`src/rtl/irq_pkg.sv`:
```
package irq_pkg;
  localparam int NSRC     = 5;
  localparam int VEC_W    = 8;
  localparam int VEC_BASE = 3;
  localparam int VEC_STEP = 8;

  typedef enum logic [1:0] {SRC_EXT, SRC_PULSE, SRC_LEVEL} src_kind_e;

  function automatic src_kind_e kind_of(input int idx);
    if (idx == NSRC - 1) return SRC_LEVEL;
    return (idx % 2 == 0) ? SRC_EXT : SRC_PULSE;
  endfunction

  function automatic logic [VEC_W-1:0] vec_of(input int idx);
    return VEC_W'(idx * VEC_STEP + VEC_BASE);
  endfunction
endpackage

```
`src/rtl/irq_src_latch.sv`:
```
module irq_src_latch
  import irq_pkg::*;
#(
  parameter src_kind_e KIND = SRC_EXT
) (
  input  logic clk,
  input  logic rst_n,
  input  logic sig_i,
  input  logic edge_mode_i,
  input  logic take_i,
  output logic req_o
);
  logic pin_q, flag_q, flag_d, fall, set;

  always_comb begin
    fall = pin_q & ~sig_i;
    unique case (KIND)
      SRC_EXT:   set = edge_mode_i & fall;
      SRC_PULSE: set = sig_i;
      default:   set = 1'b0;
    endcase
    if (KIND == SRC_EXT && !edge_mode_i) flag_d = 1'b0;
    else                                  flag_d = set | (flag_q & ~take_i);
    unique case (KIND)
      SRC_EXT:   req_o = edge_mode_i ? flag_q : ~sig_i;
      SRC_PULSE: req_o = flag_q;
      default:   req_o = sig_i;
    endcase
  end

  always_ff @(posedge clk or negedge rst_n) begin
    if (!rst_n) begin
      pin_q  <= 1'b1;
      flag_q <= 1'b0;
    end else begin
      pin_q  <= sig_i;
      flag_q <= flag_d;
    end
  end

  p_edge_latch_r9: assert property (@(posedge clk) disable iff (!rst_n)
    (KIND == SRC_EXT && edge_mode_i && pin_q && !sig_i) |=> flag_q);
  p_pulse_latch_r11: assert property (@(posedge clk) disable iff (!rst_n)
    (KIND == SRC_PULSE && sig_i) |=> req_o);
endmodule

```
`src/rtl/irq_arbiter.sv`:
```
module irq_arbiter #(
  parameter int N     = 5,
  localparam int IDX_W = $clog2(N)
) (
  input  logic             clk,
  input  logic             rst_n,
  input  logic [N-1:0]     req_i,
  input  logic [N-1:0]     prio_hi_i,
  input  logic [1:0]       svc_i,
  output logic             valid_o,
  output logic [IDX_W-1:0] idx_o,
  output logic [N-1:0]     grant_o,
  output logic             hi_o
);
  logic [N-1:0] hi_set, lo_set, pick;

  always_comb begin
    hi_set = req_i & prio_hi_i;
    lo_set = req_i & ~prio_hi_i;
    if (svc_i[1])      pick = '0;
    else if (|hi_set)  pick = hi_set;
    else if (svc_i[0]) pick = '0;
    else               pick = lo_set;
    idx_o = '0;
    for (int i = N - 1; i >= 0; i--)
      if (pick[i]) idx_o = IDX_W'(i);
    valid_o = |pick;
    grant_o = valid_o ? (N'(1) << idx_o) : '0;
    hi_o    = valid_o & prio_hi_i[idx_o];
  end

  p_one_grant_r6: assert property (@(posedge clk) disable iff (!rst_n)
    $onehot0(grant_o) && ((grant_o & ~req_i) == '0));
  p_hi_wins_r5: assert property (@(posedge clk) disable iff (!rst_n)
    (valid_o && |(req_i & prio_hi_i)) |-> hi_o);
  p_blocked_r7: assert property (@(posedge clk) disable iff (!rst_n)
    svc_i[1] |-> !valid_o);
  p_nest_hi_only_r7: assert property (@(posedge clk) disable iff (!rst_n)
    (svc_i[0] && valid_o) |-> hi_o);
endmodule

```
`src/rtl/irq_svc_track.sv`:
```
module irq_svc_track (
  input  logic       clk,
  input  logic       rst_n,
  input  logic       take_i,
  input  logic       take_hi_i,
  input  logic       ret_i,
  output logic [1:0] svc_o
);
  logic [1:0] svc_q, after_ret, svc_d;

  always_comb begin
    after_ret = svc_q;
    if (ret_i) after_ret = svc_q[1] ? {1'b0, svc_q[0]} : 2'b00;
    svc_d = after_ret;
    if (take_i) svc_d = svc_d | (take_hi_i ? 2'b10 : 2'b01);
  end

  always_ff @(posedge clk or negedge rst_n) begin
    if (!rst_n) svc_q <= 2'b00;
    else        svc_q <= svc_d;
  end

  assign svc_o = svc_q;

  p_take_marks_r7: assert property (@(posedge clk) disable iff (!rst_n)
    (take_i && take_hi_i) |=> svc_q[1]);
  p_ret_hi_r8: assert property (@(posedge clk) disable iff (!rst_n)
    (ret_i && !take_i && svc_q[1]) |=> (!svc_q[1] && svc_q[0] == $past(svc_q[0])));
  p_ret_lo_r8: assert property (@(posedge clk) disable iff (!rst_n)
    (ret_i && !take_i && !svc_q[1]) |=> (svc_q == 2'b00));
endmodule

```
`src/rtl/prio_irq_ctrl.sv`:
```
module prio_irq_ctrl
  import irq_pkg::*;
(
  input  logic             clk,
  input  logic             rst_n,
  input  logic [1:0]       ext_pin_n,
  input  logic [1:0]       ext_edge,
  input  logic [1:0]       tmr_ovf,
  input  logic             ser_req,
  input  logic [NSRC-1:0]  src_en,
  input  logic             glb_en,
  input  logic [NSRC-1:0]  prio_hi,
  output logic             irq_valid,
  input  logic             irq_ready,
  output logic [VEC_W-1:0] irq_vector,
  input  logic             irq_ret,
  output logic [1:0]       svc_level
);
  localparam int IDX_W = $clog2(NSRC);

  logic [NSRC-1:0]  raw_req, elig, grant, take;
  logic [IDX_W-1:0] win_idx;
  logic             win_hi, fire;

  assign fire = irq_valid & irq_ready;
  assign take = fire ? grant : '0;
  assign elig = glb_en ? (raw_req & src_en) : '0;

  for (genvar i = 0; i < NSRC; i++) begin : g_src
    localparam src_kind_e K = kind_of(i);
    logic sig, emode;
    if (K == SRC_EXT) begin : g_ext
      assign sig   = ext_pin_n[i/2];
      assign emode = ext_edge[i/2];
    end else if (K == SRC_PULSE) begin : g_tmr
      assign sig   = tmr_ovf[i/2];
      assign emode = 1'b0;
    end else begin : g_lvl
      assign sig   = ser_req;
      assign emode = 1'b0;
    end
    irq_src_latch #(.KIND(K)) u_latch (
      .clk(clk), .rst_n(rst_n), .sig_i(sig), .edge_mode_i(emode),
      .take_i(take[i]), .req_o(raw_req[i])
    );
  end

  irq_arbiter #(.N(NSRC)) u_arb (
    .clk(clk), .rst_n(rst_n), .req_i(elig), .prio_hi_i(prio_hi),
    .svc_i(svc_level), .valid_o(irq_valid), .idx_o(win_idx),
    .grant_o(grant), .hi_o(win_hi)
  );

  irq_svc_track u_svc (
    .clk(clk), .rst_n(rst_n), .take_i(fire), .take_hi_i(win_hi),
    .ret_i(irq_ret), .svc_o(svc_level)
  );

  always_comb begin
    irq_vector = '0;
    for (int i = 0; i < NSRC; i++)
      if (win_idx == IDX_W'(i)) irq_vector = vec_of(i);
  end

  p_glb_mask_r4: assert property (@(posedge clk) disable iff (!rst_n)
    !glb_en |-> !irq_valid);
  p_src_mask_r3: assert property (@(posedge clk) disable iff (!rst_n)
    irq_valid |-> src_en[win_idx]);
  p_idle_r12: assert property (@(posedge clk) disable iff (!rst_n)
    (!irq_ready && !irq_ret) |=> $stable(svc_level));
endmodule

```
`config.mk`:
```
export PLATFORM = sky130hd
export DESIGN_NAME = prio_irq_ctrl
export DESIGN_NICKNAME = d
export VERILOG_FILES = /design/src/rtl/irq_pkg.sv /design/src/rtl/irq_src_latch.sv /design/src/rtl/irq_arbiter.sv /design/src/rtl/irq_svc_track.sv /design/src/rtl/prio_irq_ctrl.sv
export SDC_FILE = /design/constraint.sdc
export NUM_CORES = 1
export LEC_CHECK = 0
export ABC_AREA = 1
export BUFFER_PORTS_ARGS = -buffer_cell sky130_fd_sc_hd__buf_4
export CAP_MARGIN = 20
export CORE_MARGIN = 4
export CORE_UTILIZATION = 47
export CTS_CLUSTER_SIZE = 14
export DETAILED_ROUTE_END_ITERATION = 16
export PLACE_DENSITY = 0.86
export SETUP_SLACK_MARGIN = 0.1
export SYNTH_ARGS = -nofsm -noshare
export SYNTH_HDL_FRONTEND = slang
export SYNTH_SLANG_ARGS = --single-unit
```
`constraint.sdc`:
```
create_clock -name clk -period 1.9 [get_ports clk]
set_input_delay 0.095 -clock clk [delete_from_list [all_inputs] [get_ports clk]]
set_output_delay 0.095 -clock clk [all_outputs]
set_load 0.05 [all_outputs]
```
# Word-level counts from Yosys, hierarchy flattened
# Cells that the tools add are included.
# totals
ff_bits,8
latch_bits,0
ram_bits,0
rom_bits,0
input_bits,22
memories,0
# op_classes
addsub,0
mul,0
n_div,0
n_lt_le_gt_ge,1
n_eq_ne,4
n_shift,1
n_mux,26
n_bitwise,25
reduce_logical,3
# ops
cell,n
$mux W8,4
$mux W5,4
$and A5 B5 Y5,3
$mux W3,5
$and A1 B1 Y1,10
$reduce_or A5 Y1,2
$mux W2,4
$mux W4,2
$eq A3 B2 Y1 const B,2
$mux W1,6
$not A1 Y1,6
$not A5 Y5,1
$lt A3 B4 Y1 const B,1
$or A1 B1 Y1,4
$shl A1 B3 Y4 const A,1
$bmux W1 S3,1
$eq A3 B1 Y1 const B,1
$eq A3 B3 Y1 const B,1
$logic_not A3 Y1,1
$or A2 B2 Y2,1

# Depth between registers and ports, before layout
# Gate-level depths: netlist of the first run.
# depth
word_depth,20
ltp_mapped,16
mapped_depth_nobuf,16

# By module
# A second synthesis of the first run with hierarchy kept.
# unflattened
cells_unflattened,142
hier_area_um2,820.8
# by_module_without_submodules
module,n_inst,cells_each,area_each_um2
irq_arbiter,1,68,335.3
irq_src_latch (g_src[0].u_latch ...),2,9,81.3
prio_irq_ctrl,1,35,150.1
irq_svc_track,1,10,85.1
irq_src_latch (g_src[1].u_latch ...),2,5,40.0
irq_src_latch (g_src[4].u_latch),1,1,7.5

# Least setup slack after synthesis of the first run
# No wires, ideal clock.
# synth_path
path_type,register -> register
startpoint,reg u_svc.svc_q[0] (netlist: u_svc.svc_o[0])
endpoint,reg u_svc.svc_q[1] (netlist: u_svc.svc_o[1])
arrival_time_ns,1.951
setup_slack_ns,-0.169
stages_incl_launch_ff,13
path_buffers,0
cell_sequence,dfrtp_1 -> nor3_1 -> inv_1 -> nand2_1 -> nand3_1 -> nand2_2 -> nor2_4 -> nand2_2 -> clkinv_1 -> nand2_1 -> nand2_1 -> nand2_1 -> nand2_1
# synth_via
elab_chain_len,14
word_cells_on_any_way,16
# synth_rtl
element,line_no,source
from (decl),irq_svc_track.sv:9,"logic [1:0] svc_q, after_ret, svc_d;"
from (signal assigned),irq_svc_track.sv:20,else svc_q <= svc_d;
$mux W5 (*),irq_arbiter.sv:22,else if (svc_i[0]) pick = '0;
$mux W5 (*),irq_arbiter.sv:21,else if (|hi_set) pick = hi_set;
$mux W5 (*),irq_arbiter.sv:20,if (svc_i[1]) pick = '0;
$mux W3 (5 in series),irq_arbiter.sv:26,if (pick[i]) idx_o = IDX_W'(i);
$bmux W1 S3,irq_arbiter.sv:29,hi_o = valid_o & prio_hi_i[idx_o];
$mux W1 (implied by the code),irq_arbiter.sv:29,
$and A1 B1 Y1,irq_arbiter.sv:29,
$mux W2,irq_svc_track.sv:15,if (take_i) svc_d = svc_d | (take_hi_i ? 2'b10 : 2'b01);
$or A2 B2 Y2,irq_svc_track.sv:15,
$mux W2 (*),irq_svc_track.sv:15,
net u_svc.svc_d[1],irq_svc_track.sv:9,
# The timed path passes the listed nets; every way through them passes the cells marked *. The select of a mux whose other input is x is not followed.

# Final worst setup path of the first run
# layout_path
startpoint,reg g_src[3].u_latch.flag_q
endpoint,reg u_svc.svc_q[1] (netlist: u_svc.svc_o[1])
# layout_via
elab_chain_len,17
word_cells_on_any_way,21
# layout_rtl
element,line_no,source
from (decl),irq_src_latch.sv:13,"logic pin_q, flag_q, flag_d, fall, set;"
from (signal assigned),irq_src_latch.sv:37,flag_q <= flag_d;
$and A5 B5 Y5 (*),prio_irq_ctrl.sv:27,assign elig = glb_en ? (raw_req & src_en) : '0;
$mux W5 (*),prio_irq_ctrl.sv:27,
$and A5 B5 Y5,irq_arbiter.sv:18,hi_set = req_i & prio_hi_i;
$reduce_or A5 Y1,irq_arbiter.sv:21,
$mux W5 (*),irq_arbiter.sv:21,
$mux W5 (*),irq_arbiter.sv:20,
$mux W3 (5 in series),irq_arbiter.sv:26,
$bmux W1 S3,irq_arbiter.sv:29,
$mux W1 (implied by the code),irq_arbiter.sv:29,
$and A1 B1 Y1,irq_arbiter.sv:29,
$mux W2,irq_svc_track.sv:15,
$or A2 B2 Y2,irq_svc_track.sv:15,
$mux W2 (*),irq_svc_track.sv:15,
net u_svc.svc_d[1],irq_svc_track.sv:9,
# Marked as above.

==> metrics.md, run 1 <==
| Metric | Value |
|---|---|
| CTS max path bufs | `2` |
| Endpoints failing setup | `6` |
| Clock skew | `6.785 ps` |
| DP Worst Slack | `96.34 ps` |
| H-tree depth | `1` |
| First-pass GRT wire length | `4347 um` |
| 1st-iter DRT viols | `60` |
| CTS Buf Count | `3` |
| R2r endpoint | `u_svc.svc_o[1]` |
| Synth top area cells | `dfrtp_1 18%, nand2_1 13%, nand3_2 8.3%` |
| Syn avg cell area | `6.771 um2` |
| Layout cell share with drive strength beyond 1 | `55.15%` |
| Fraction of the yosys area taken by sequential cells | `24.14%` |
| Overall routing resource usage | `about 23%` |
| PwrDens | `984.1 mW/mm2` |
| Post-layout net count | `188` |
| Clk_lat worst skew | `270 ps` |
| Number of global-route vias before repair | `roughly 1000` |
| Hold Startpoint | `tmr_ovf[1]` |
| Die extent in y | `slightly above 50 um` |
| Min setup slack post-route | `-137.9 ps` |
| Utilization after layout | `76.63%` |
| Mapped Cells | `124` |
| Hold_ws | `10.35 ps` |
| Residual DRC | `0` |
| Worst R2R Path Depth | `15` |
| DR pass1 iterations | `4` |
| Status | `finished with violations` |
| Min-Delay Path Class | `in2reg` |
| FF+latch count, synth | `8` |
| Worst Path Max Fanout | `5` |
| Diode count | `0` |
| CTS clk-pin slew, worst paths | `about 70 ps` |
| # Max-Cap Violations | `0` |
| Worst Hold Depth | `2` |
| Die W | `about 50 um` |
| WL final | `3108 um` |
| Hold Crit Endpoint | `g_src[3].u_latch.req_o` |
| Synth unique cells | `24` |
| Final Hold Fails | `0` |
| DP Wirelength | `1864 um` |
| FF-to-FF Start | `g_src[3].u_latch.req_o` |
| CTS tree | `yes` |
| CP arrival | `2190 ps` |
| Final Critical Period | `2038 ps` |
| Critical path endpoint category | `flop` |
| Max VDD drop | `around 760 uV` |
| GPL Wtd Cong | `0.8453` |
| # clock sinks | `8` |
| Starting Density | `49.16%` |
| Crit path required time | `~2100 ps` |
| Synth top area share | `17.88%` |
| Violated checks | `setup timing` |
| Routed wire per std cell | `16.36 um` |
| Root Buffer | `clkbuf_4` |
| RSZ-0062 raised after global routing | `true` |
| I/O Buffers | `27` |
| Grt total ovfl | `0` |
| Synth area leader | `dfrtp_1` |
| Pin count of the biggest net entering global routing | `9` |
| Number of antenna violations at the first check in global routing | `0` |
| CP Launch Type | `flop` |
| Slew Limit Fails | `0` |
| I/O Pins | `33` |
| Final period util | `107.3%` |
| Synth warnings | `0` |
| Post-DRT Antenna Nets | `0` |
| Via count | `1016` |
| CP Class | `reg2reg` |
| Leakage | `0.6715 nW` |
| R2r setup slk | `-140 ps` |
| Full die area | `0.002527 mm2` |
| Post-synthesis cell area | `839.6 um2` |
| Num rows | `15` |
| Max Clk Rate | `approximately 490 MHz` |
| Core box area | `roughly 0.0017 mm2` |
| P&R area growth vs syn | `55.89%` |
| Vias/cell | `5.347` |
## layer usage
layer,global-route usage (%),wire (um),vias to the layer above
li1,-,-,462
met1,23.44,1126,462
met2,40.43,1535,63
met3,7.418,232,29
met4,14.75,213,0
met5,0,0,-
## Yosys cell counts
cell,number
nand2_1,28
inv_1,13
nand3_1,11
nor2_1,10
nand3_2,7
dfrtp_1,6
inv_2,6
nand2_2,6
buf_4,5
nor2_4,5
o21ai_1,5
nor3_1,3
a21oi_1,2
conb_1,2
dfstp_2,2
nand2_4,2
nand3b_1,2
nor2_2,2
o21ai_0,2
a21o_1,1
clkinv_1,1
nand3_4,1
nand4_2,1
o21bai_1,1
## cell usage in the layout, fill, tap and decap left out, types with 2 or more instances in the layout
cell / instances
o21ai_1: 2
dfrtp_1: 4
nor2_2: 2
o21ai_2: 4
nand2_2: 11
buf_8: 3
buf_4: 32
nand3_2: 7
dfrtp_2: 2
nand2_4: 3
nand2_1: 22
clkbuf_4: 3
inv_1: 13
nor2_4: 6
nand3_1: 9
dlygate4sd3_1: 3
conb_1: 5
inv_2: 6
nand3b_1: 2
dfstp_2: 2
nand3_4: 3
nor2_1: 9
## kinds of logic after synthesis
group,count (synthesis),synth area share (%)
AND/OR/NAND/NOR,78,54.40
other,2,0.8945
AO/OA/AOI/OAI,11,7.154
flip-flops,8,24.14
buffers and inverters,25,13.41
## worst max-delay path by stage
stage / from / to / slack [ps]
after floorplan: u_svc.svc_o[0] / u_svc.svc_o[1] / 140
after global placement: g_src[1].u_latch.req_o / u_svc.svc_o[1] / 120
after global routing: g_src[3].u_latch.req_o / u_svc.svc_o[1] / -220
after detailed placement: g_src[1].u_latch.req_o / u_svc.svc_o[0] / 100
final: g_src[3].u_latch.req_o / u_svc.svc_o[1] / -140
after CTS: g_src[3].u_latch.req_o / irq_vector[5] / -40
## per-stage QoR
step / std cells / setup TNS [ps] / cell area (um2) / power (mW)
after detailed placement: 174 / 0 / 1054 / 0.9235
after global placement: 174 / 0 / 1054 / 0.9121
after floorplan: 127 / 0 / 857.1 / 0.7455
after global routing: 190 / -964.7 / 1309 / 1.347
final: 190 / -288.9 / 1309 / 1.288
after CTS: 185 / -36.19 / 1171 / 1.140
## flip-flops by register name (all words and copies together), names as in the netlist
register,flops
u_svc.svc_o,2
g_src.u_latch.flag_q,2
g_src.u_latch.pin_q,2
g_src.u_latch.req_o,2
## power by group
group	total, mW	switching [mW]	internal, mW
Sequential	0.254	0.0476	0.206
Combinational	0.878	0.571	0.307
Clock	0.156	0.0748	0.0813
## repair_timing
action,in CTS,in global routing
setup buffers,4,5
pin swaps,5,8
gates resized for setup,8,23
endpoints found under the hold margin,10,0
setup endpoints to repair,8,10
hold buffers,3,0
## critical path, stage by stage (launching register included)
cell and delay, ps:
dfrtp_1 390, nand3_2 110, nor2_4 50, nor2_4 130
buf_4 140, nand4_4 110, nor2_1 150, nor2_2 80
nor2_1 190, nand3_1 120, nand2_1 80, nor2_1 40
nand2_1 100, nand2_1 80, nand2_1 90, nand2_1 70
## final cells by class
class	count	area (um2)
Inverter	20	76.32
Timing Repair Buffer	39	326.6
Clock buffer	4	26.28
Tap cell	25	31.28
Multi-Input combinational cell	94	643.1
Sequential cell	8	205.2
Fill cell	83	399.1
Power figures use the tool's default switching activity.
==> inputs of run 2 (changes only) <==
--- a/config.mk
+++ b/config.mk
@@ -8,2 +8,3 @@
 export ABC_AREA = 1
+export ABC_CLOCK_PERIOD_IN_PS = 1900
 export BUFFER_PORTS_ARGS = -buffer_cell sky130_fd_sc_hd__buf_4
--- a/constraint.sdc
+++ b/constraint.sdc
@@ -3,2 +3,2 @@
 set_output_delay 0.095 -clock clk [all_outputs]
-set_load 0.05 [all_outputs]
+set_load 0.1 [all_outputs]
==> run 2 against run 1 <==
The flow still finishes with violations (setup timing). Design area is 2.9% higher. Clock skew hardly changed. Non-clock buffer count is 4 lower. Total power increased by 23%. Critical path depth down 3.
==> metrics.md, run 2 (synthesis gave the netlist of run 1 again) <==
| Metric | Value |
|---|---|
| CP Launch Type | `flop` |
| P_sw | `0.9161 mW` |
| Diode count | `0` |
| Final TNS setup | `-693.6 ps` |
| CP arrival | `1970 ps` |
| GPL Wtd Cong | `0.8818` |
| Die W | `50.27 um` |
| Final period util | `108.6%` |
| PwrDens | `about 1200 mW/mm2` |
| CP Class | `reg2out` |
| DP Worst Slack | `-83.31 ps` |
| Final Critical Period | `2064 ps` |
| Worst Path Max Fanout | `4` |
| Most frequent CP cell | `nor2_4` |
| Endpoints failing setup | `7` |
| WL final | `2669 um` |
| Most common cell after layout, fill and taps aside | `buf_4` |
| Min setup slack post-route | `-163.5 ps` |
| Most frequent cells in the layout | `27 x buf_4, 24 x nand2_1, 12 x inv_1` |
| P&R area growth vs syn | `60.36%` |
| Hold_ws | `14.38 ps` |
| Number of global-route vias before repair | `roughly 990` |
| Crit path required time | `1800 ps` |
| Min-Delay Path Class | `in2reg` |
| Utilization after layout | `around four fifths` |
| Vias/cell | `4.989` |
| Starting Density | `49.16%` |
| CP max stage cell | `dfrtp_1` |
| Sequential Area | `210.2 um2` |
| Placed inst area | `between 0.001 and 0.0015 mm2` |
| Max Clk Rate | `484.6 MHz` |
| Core box area | `~0.0017 mm2` |
| CTS max path bufs | `2` |
| First-pass GRT wire length | `4574 um` |
| Die extent in y | `50.27 um` |
| Area of the multi-input gates | `663.1 um2` |
| Root Buffer | `clkbuf_4` |
| Via count | `between 900 and 1000` |
| Clk_lat worst skew | `260 ps` |
| CTS Buf Count | `3` |
| Full die area | `0.002527 mm2` |
| Comb power frac | `74.3%` |
| CTS clk-pin slew, worst paths | `60 ps` |
| Clock power frac | `under 10%` |
| 1st-iter DRT viols | `14` |
| Final Hold Fails | `0` |
| CTS tree | `yes` |
| Crit path cell chain | `nand3_2 -> nor2_4 -> nor2_4 -> nand3_2 -> nor2_4 -> nand2_2 -> nand3_2 -> nand2_4 -> nor2_4 -> buf_12 -> nand2_8 -> buf_12` |
| I/O Buffers | `27` |
| Leakage | `around 0.67 nW` |
| DR pass1 iterations | `4` |
| Switching share of total power | `between 50 and 60%` |
| DP Wirelength | `1835 um` |
| Layout cell share with drive strength beyond 1 | `between 50% and 60%` |
| Violated checks | `setup timing` |
| Part of the power in registers | `16.9%` |
| Clock skew | `6.968 ps` |
| Number of antenna violations at the first check in global routing | `0` |
| H-tree depth | `1` |
| Critical path endpoint category | `primary output` |
| Crit-path max cell delay | `390 ps` |
| Num rows | `15` |
| # clock sinks | `8` |
| Routed wire per std cell | `around 14 um` |
| Post-DRT Antenna Nets | `0` |
| RSZ-0062 raised after global routing | `true` |
| Fill count | `93` |
| P_int | `0.6642 mW` |
| Residual DRC | `0` |
| Finished Cell Area | `between 0.001 and 0.0015 mm2` |
| Grt total ovfl | `0` |
| Post-layout net count | `around 180` |
| Slew Limit Fails | `0` |
| I/O Pins | `33` |
| Overall routing resource usage | `24.25%` |
| Status | `finished with violations` |
| # Max-Cap Violations | `0` |
| Max VDD drop | `1050 uV` |
| Pin count of the biggest net entering global routing | `9` |
==> run 2: cell types whose count changed in the layout (fill, tap and decap cells not counted), sizes merged <==
cell,delta
buf,-4
clkbuf,-1
clkinvlp,+1
inv,-1
==> run 2: final cells by class <==
class,instances,share of cell area [%]
Timing Repair Buffer,35,24.35
Multi-Input combinational cell,94,49.26
Sequential cell,8,15.61
Inverter,20,6.784
Clock buffer,3,1.673
Tap cell,25,2.323
==> run 2: path summary, 6_finish.rpt <==
| check | end | slack, ps | start | cells after the start |
|---|---|---|---|---|
| max in group asynchronous | g_src[2].u_latch.pin_q | 1480 | rst_n | 2 |
| setup / recovery | irq_valid | -160 | g_src[3].u_latch.req_o | 12 |
| hold / removal | g_src[1].u_latch.req_o | 10 | tmr_ovf[0] | 3 |
| min in group asynchronous | u_svc.svc_o[0] | 200 | rst_n | 2 |
| setup reg to reg | g_src[3].u_latch.req_o | -80 | g_src[3].u_latch.req_o | 14 |
| hold reg to reg | g_src[3].u_latch.req_o | 510 | g_src[3].u_latch.req_o | 1 |
==> run 2: critical path, delay by kind of cell (launching register included) <==
| kind | cells | cell delay [ps] |
|---|---|---|
| and+or+nand+nor | 10 | 1040 |
| DFF | 1 | 390 |
| buffers and inverters | 2 | 290 |
==> run 2: repair_timing <==
action,in CTS,in global routing
hold buffers,3,0
gates cloned,0,0
pin swaps,6,4
gates resized for setup,20,4
buffers inserted,4,0
hold endpoints to repair,10,0
endpoints found under the setup margin,8,10
==> run 2: per-stage QoR <==
stage,instances,power (mW)
after floorplan,127,1.048
after global placement,175,1.220
after detailed placement,175,1.234
after CTS,185,1.540
after global routing,185,1.658
final,185,1.580
==> run 2: layer usage <==
layer	GRT usage (%)	up-vias	part of all wire, %
li1	-	453	-
met1	27.02	426	36
met2	43.70	36	55
met3	5.045	8	5.7
met4	10.60	0	2.5
met5	0	-	0
==> run 2: power groups by stage <==
stage | registers, mW | clock network, mW | logic, mW
final | 0.268 | 0.139 | 1.17
after global routing | 0.274 | 0.150 | 1.23
after CTS | 0.262 | 0.137 | 1.14
after detailed placement | 0.263 | 0 | 0.971
after global placement | 0.262 | 0 | 0.958
after floorplan | 0.394 | 0 | 0.654
